File: config.mk
export PLATFORM = sky130hd
export DESIGN_NAME = cst_monitor
export DESIGN_NICKNAME = d
export VERILOG_FILES = /design/src/rtl/cst_monitor.sv
export SDC_FILE = /design/constraint.sdc
export NUM_CORES = 1
export LEC_CHECK = 0
export BUFFER_PORTS_ARGS = -buffer_cell sky130_fd_sc_hd__buf_2
export CAP_MARGIN = 20
export CORE_MARGIN = 2
export CORE_UTILIZATION = 50
export DETAILED_ROUTE_END_ITERATION = 10
export GPL_TIMING_DRIVEN = 0
export PLACE_DENSITY = 0.75
export SLEW_MARGIN = 20
export SYNTH_ARGS = -nofsm -noshare
export SYNTH_HDL_FRONTEND = slang
export SYNTH_SLANG_ARGS = --single-unit
File: constraint.sdc
create_clock -name clk -period 2.87 [get_ports clk]
set_input_delay 0.287 -clock clk [delete_from_list [all_inputs] [get_ports clk]]
set_output_delay 0.287 -clock clk [all_outputs]
set_load 0.02 [all_outputs]
File: src/rtl/cst_monitor.sv
module cst_monitor #(
  parameter int W       = 16,
  parameter int SHIFT   = 6,
  parameter int NOM     = 2559,
  parameter int SOFT_LO = 2239,
  parameter int SOFT_HI = 2879,
  parameter int HARD_LO = 1279,
  parameter int HARD_HI = 3839,
  parameter int QLIM    = 4096
) (
  input  logic                clk,
  input  logic                rst_n,
  input  logic                smp_vld,
  input  logic signed [W-1:0] smp_in,
  input  logic                quad_vld,
  input  logic signed [W-1:0] quad_in,
  output logic signed [W-1:0] filt_out,
  output logic signed [W-1:0] raw_out,
  output logic                soft_flt,
  output logic                hard_flt,
  output logic [1:0]          status,
  output logic                quad_flt
);
  localparam int AW = W + SHIFT;
  localparam logic signed [AW-1:0] ACC_INIT = AW'(NOM * (1 << SHIFT));

  logic signed [AW-1:0] acc, acc_nxt, acc_tap, smp_ext;
  logic signed [31:0]   fx, qx;
  logic                 cmp_vld;

  assign smp_ext  = {{SHIFT{smp_in[W-1]}}, smp_in};
  assign acc_tap  = {{SHIFT{acc[AW-1]}}, acc[AW-1:SHIFT]};
  assign acc_nxt  = acc - acc_tap + smp_ext;
  assign filt_out = acc[AW-1:SHIFT];
  assign fx       = {{(32-W){filt_out[W-1]}}, filt_out};
  assign qx       = {{(32-W){quad_in[W-1]}}, quad_in};
  assign status   = hard_flt ? 2'b00 : 2'b01;

  always_ff @(posedge clk) begin
    if (!rst_n) begin
      acc     <= ACC_INIT;
      raw_out <= '0;
      cmp_vld <= 1'b0;
    end else begin
      cmp_vld <= smp_vld;
      if (smp_vld) begin
        acc     <= acc_nxt;
        raw_out <= smp_in;
      end
    end
  end

  always_ff @(posedge clk) begin
    if (!rst_n) begin
      soft_flt <= 1'b0;
      hard_flt <= 1'b0;
    end else if (cmp_vld) begin
      soft_flt <= (fx < SOFT_LO) || (fx > SOFT_HI);
      hard_flt <= (fx < HARD_LO) || (fx > HARD_HI);
    end
  end

  always_ff @(posedge clk) begin
    if (!rst_n)        quad_flt <= 1'b0;
    else if (quad_vld) quad_flt <= (qx > QLIM) || (qx < -QLIM);
  end
endmodule

==> results of run 1 <==
## final timing paths
path,depth (start not counted),from,slack (ps),end
setup / recovery,10,acc[6],70,acc[15]
hold / removal,3,smp_in[11],260,raw_out[11]
setup reg to reg,10,acc[6],70,acc[15]
hold reg to reg,2,soft_flt,510,soft_flt
## sequential cells by signal, indices dropped and copies added, names as in the netlist
signal and cells:
acc 22, cmp_vld 1, hard_flt 1, quad_flt 1, raw_out 16, soft_flt 1
## power breakdown
group	switching (mW)	internal, mW
clock	0.233	0.198
combinational	2.54	1.98
sequential	0.203	0.759
total	2.97	2.93
## cell families (layout without fill, tap and decap cells)
kind of cell             after synthesis  after routing  share of synthesized area
flip-flops                            42             42                     0.2270
other                                  1              1                   0.001013
adder cells (fa/ha/maj)               44             44                     0.1912
multiplexers                          23             23                    0.06351
AND/OR/NAND/NOR                      105            105                     0.1551
buffers and inverters                115            197                     0.1409
XOR/XNOR                              10             10                    0.02365
AO/OA/AOI/OAI                         98             98                     0.1976
## cell type report
cell class	instances	area, um^2	share of cell area
Buffer	31	207.7	0.04658
Clock buffer	6	82.58	0.01852
Clock inverter	2	16.27	0.003648
Inverter	84	315.3	0.07071
Multi-Input combinational cell	281	2455	0.5505
Sequential cell	42	875.8	0.1964
Tap cell	99	123.9	0.02778
Timing Repair Buffer	74	382.9	0.08586
## tightest hold or removal path, cell delays in order
cell and delay [ps]:
buf_2 90, mux2i_1 60, nor2b_1 100
## synth_stat cells, types with 2 or more instances
master     instances  share of area
inv_1             84          0.085
dfxtp_1           42           0.23
ha_1              23          0.078
nor2b_1           23          0.039
mux2i_1           22          0.059
fa_1              21           0.11
buf_4             20          0.041
nand2_1           18          0.018
o21ai_0           17          0.023
nor2_1            14          0.014
a21oi_1           12          0.016
nand3_1           12          0.016
clkbuf_1           9         0.0091
nand4_1            9          0.015
o211ai_1           8          0.016
o21a_1             8          0.016
xnor2_1            7          0.017
a31oi_1            5         0.0084
nor3_1             5         0.0068
a21o_1             4         0.0081
and2_1             4         0.0068
and3_1             4         0.0068
o2111ai_1          4         0.0095
o21bai_1           4         0.0081
nor4_1             3         0.0051
o221ai_1           3         0.0071
or3_1              3         0.0051
xor2_1             3         0.0071
a2111oi_0          2         0.0047
a211o_1            2         0.0047
a311o_1            2         0.0054
a311oi_1           2         0.0047
a31o_1             2         0.0047
a41oi_1            2         0.0047
buf_6              2         0.0061
nand2b_1           2         0.0034
nand3b_1           2         0.0041
o211a_1            2         0.0054
## routing by layer
metal | GRT usage | wire length, um
met1 | 0.3459 | 4462
met2 | 0.3847 | 4486
met3 | 0.03604 | 662
met4 | 0.07308 | 121
met5 | 0 | 0
## per-stage QoR
step                power, mW  worst slack, ps  hold WS [ps]
detailed placement      4.914           -226.3         497.6
CTS                     5.429           -14.49         250.1
floorplan               4.016            199.7         453.9
finish                  5.905            71.69         257.0
global route            6.449           -8.300         271.9
global placement        4.812           -149.3         464.1
## timing repair
| item | 4_1_cts | 5_1_grt |
|---|---|---|
| endpoints found under the setup margin | 7 | 10 |
| resized for setup | 15 | 31 |
| pin swaps | 0 | 4 |
| buffers inserted | 0 | 5 |
==> impl_metrics.ini, run 1 <==
[global_routing]
track_usage = 0.2435
grt_pass1_wl_mm = 16.10
grt_pass1_vias = 3283
grt_max_degree = 15
grt_overflow_total = 0
antenna_found_initial = 0

[timing]
min_period_ps = 2798
fin_crit_sh = 0.9750
setup_viol = 0
fin_skew_ps = 5.249
fmax_mhz = 357.4
drv_slew = 0
setup_tns_ps = 0
worstMarginPinSlew_ps = 724.0
slew_headroom = 0.5173
hold_viol = 0

[critical_path]
crit_path_max_fanout = 5
critPathMaxStageDelay_ps = 510
critPathLaunchType = flip-flop
worstPathRequired_ps = 3070
path_cells = inv_1 -> fa_1 -> inv_1 -> ha_1 -> a21o_2 -> a22oi_2 -> or2_4 -> a31oi_1 -> or3_1 -> a32o_1
cpMostUsedCell = inv_1
crit_arrival_ps = 3000
slowest_stage = fa_1
cp_num_buf_inv = 2
worstSetupEndpointType = flip-flop
critPathTopFamily = adder cells
critPathKind = flip-flop to flip-flop

[pwr]
leakagePower_nw = 2.178
peakVddDrop_mv = 0.4823
p_per_area_nw_per_um2 = 1324

[synthesis]
synth-seq-area-share = 0.2270
ys_types = 65
ys_ff_latch = 42
yosysWarnings = 0
yosys_most_used_dff = dfxtp_1
synth_nets = 518
synth_edf_count = 0
netlist_area_um2 = 3704
async_flop_share = 0
syn_avg_cell_area_um2 = 8.456
synth_cells = 438

[clocking]
hold_buffers = 0
clkSinkCount = 42
cts-root-buf = clkbuf_8
h-tree-depth = 2
clk_pin_slew_ps = 90
cts_tree = yes
clockBufferDepth = 2
insertion_delay_ps = 300
cts_buffers = 5

[die]
dieWidth_um = 90.07
die_h_um = 90.07
die_area_um2 = 8112
core_region_area_um2 = 7214
io_pins = 73
initial_utilization = 0.5134
core.rowCount = 31

[route]
dr.first_iter.drc_count = 235
drc = 0
vias_per_cell = 5.601
antenna_left = 0
vias = 3467
finalWirelength_mm = 9.733
dr.pass1.iters = 5
post_drt_wl_per_cell_um = 15.72

[place]
place_congestion = 0.9353
dpl.hpwl_mm = 7.648
placed_area_um2 = 4173
port-buffer-count = 69
dp.cells = 606

[min_path]
hold_class = input pin to flip-flop

[layout]
areaGrowthSynthToFinish_pct = 20.41
fin_util = 0.6181
drive_above_1_share = 0.2904
nFillCells = 667
num-nets-final = 599
stdcell_count = 619
antenna_cells = 0
mostFrequentLayoutCell = inv_1
final_cell_area_um2 = 4459
layout_common_cells = 84 x inv_1, 69 x buf_2, 28 x dfxtp_1, 25 x buf_4, 23 x nor2b_1

[run]
drv_cap = 0

[outcome]
status = complete, no violations
Power figures use the tool's default switching activity.
==> run 2, diff against run 1 <==
--- a/config.mk
+++ b/config.mk
@@ -10,7 +10,7 @@
 export CORE_MARGIN = 2
 export CORE_UTILIZATION = 50
 export DETAILED_ROUTE_END_ITERATION = 10
-export GPL_TIMING_DRIVEN = 0
+export GPL_ROUTABILITY_DRIVEN = 0
 export PLACE_DENSITY = 0.75
 export SLEW_MARGIN = 20
 export SYNTH_ARGS = -nofsm -noshare
==> impl_metrics.ini, run 2 (synthesized netlist as in run 1, its figures left out) <==
[clocking]
clockBufferDepth = 2
cts-root-buf = clkbuf_8
clkSinkCount = 42
cts_tree = yes
clk_pin_slew_ps = 90
cts_buffers = 5
insertion_delay_ps = 300
h-tree-depth = 2

[layout]
areaGrowthSynthToFinish_pct = 18.14
final_cell_area_um2 = 4375
num-nets-final = 593
antenna_cells = 0
largest_register_ffs = 22
drive_above_1_share = 0.2763
layout_common_cells = 84 x inv_1, 71 x buf_2, 33 x dfxtp_1, 28 x buf_4, 23 x nor2b_1
mostFrequentLayoutCell = inv_1
reg_top3 = acc x22, raw_out x16
regMostFlops = acc

[route]
drc = 0
dr.pass1.iters = 5
vias_per_cell = 5.587
vias = 3425
finalWirelength_mm = 9.460
antenna_left = 0
dr.first_iter.drc_count = 326
post_drt_wl_per_cell_um = 15.43

[pwr]
p_int_mw = 3.010
pwr-share-clk = 0.081
combPwrFrac = 0.770
peakVddDrop_mv = 0.5510
p_seq_frac = 0.149
p_per_area_nw_per_um2 = 1363
p_sw_frac = 0.4952
p_switching_mw = 2.953
leakagePower_nw = 2.176

[timing]
hold_viol = 0
fmax_mhz = 361.2
min_period_ps = 2769
slew_headroom = 0.5109
setup_viol = 0
setup_tns_ps = 0
drv_slew = 0
fin_worst_hold_slack_ps = 261.8
worstMarginPinSlew_ps = 733.6
fin_crit_sh = 0.9648
fin_skew_ps = 6.657

[critical_path]
reg2reg_depth = 9
rr_endpoint = acc[20]
path_cells = inv_1 -> fa_1 -> fa_1 -> nor2b_1 -> o2111ai_1 -> a21boi_2 -> o211ai_2 -> o21a_1 -> o211ai_1
critPathLaunchType = flip-flop
r2r_start = acc[1]
worstPathRequired_ps = 3100
crit_path_max_fanout = 6
cp-endpoint = acc[20]
r2r_slack_ps = 100
critPathMaxStageDelay_ps = 490
slowest_stage = fa_1
crit_arrival_ps = 3000
cpMostUsedCell = fa_1
timing.critical_path.from = acc[1]
worstSetupEndpointType = flip-flop
critPathKind = flip-flop to flip-flop

[global_routing]
grt_max_degree = 47
grt_overflow_total = 0
grt_pass1_vias = 3240
grt_pass1_wl_mm = 15.61
antenna_found_initial = 0
track_usage = 0.2329

[place]
placed_area_um2 = 4187
port-buffer-count = 71
dpl.hpwl_mm = 7.310

[run]
drv_cap = 0

[die]
core.rowCount = 31
dieWidth_um = 90.07
io_pins = 73
core_region_area_um2 = 7214
die_area_um2 = 8112
die_h_um = 90.07
initial_utilization = 0.5134

[min_path]
hold_class = input pin to flip-flop

[outcome]
status = complete, no violations
run 2: power groups by stage:
stage	logic, mW	clock network (mW)	registers [mW]
after global placement	4.11	0	0.883
after floorplan	3.13	0	0.889
after CTS	4.28	0.487	0.877
after detailed placement	4.21	0	0.887
after global routing	5.06	0.511	0.911
final	4.59	0.484	0.888
run 2: worst max-delay path: cells and delay by family (launching register included):
family          cells  cell delay, ps
compound gates      5            1110
fa+ha+maj           2             980
flops               1             340
simple gates        1             210
buf+inv             1              50
run 2: routing by layer:
| layer | vias up | share of wire | track usage |
|---|---|---|---|
| li1 | 1626 | - | - |
| met1 | 1602 | 0.45 | 0.3330 |
| met2 | 180 | 0.46 | 0.3759 |
| met3 | 17 | 0.075 | 0.03353 |
| met4 | 0 | 0.0096 | 0.04872 |
| met5 | - | 0 | 0 |
run 2: worst min-delay path by stage:
stage / endpoint / from / slack (ps) / cells past startpoint
floorplan: acc[1] / acc[1] / 450 / 1
global placement: acc[1] / acc[1] / 460 / 1
detailed placement: acc[1] / acc[1] / 470 / 1
CTS: raw_out[4] / smp_in[4] / 260 / 3
global route: quad_flt / quad_vld / 280 / 3
finish: raw_out[4] / smp_in[4] / 260 / 3
run 2: what timing repair did:
action | CTS | global route
gates resized for setup | 1 | 21
buffers inserted | 0 | 0
hold buffers | 0 | 0
setup endpoints to repair | 1 | 9
pin swaps | 0 | 1
run 2: through the flow:
stage / setup slack (ps) / std cells / util / total power [mW]
finish: 101.1 / 613 / 0.6065 / 5.963
global route: -70.56 / 613 / 0.6065 / 6.483
CTS: 0.02887 / 613 / 0.5956 / 5.642
detailed placement: 3.535 / 605 / 0.5803 / 5.101
global placement: 52.96 / 605 / 0.5803 / 4.993
floorplan: 199.7 / 438 / - / 4.016
run 2: area by class of cell:
type                    count  area (um^2)
inverters                  84        315.3
repair buffers             99        565.5
clock inverters             3        40.04
multi-input cells         281         2410
well taps                  99        123.9
fillers                   619         2839
flip-flops and latches     42        852.1
clock buffers               5        68.82
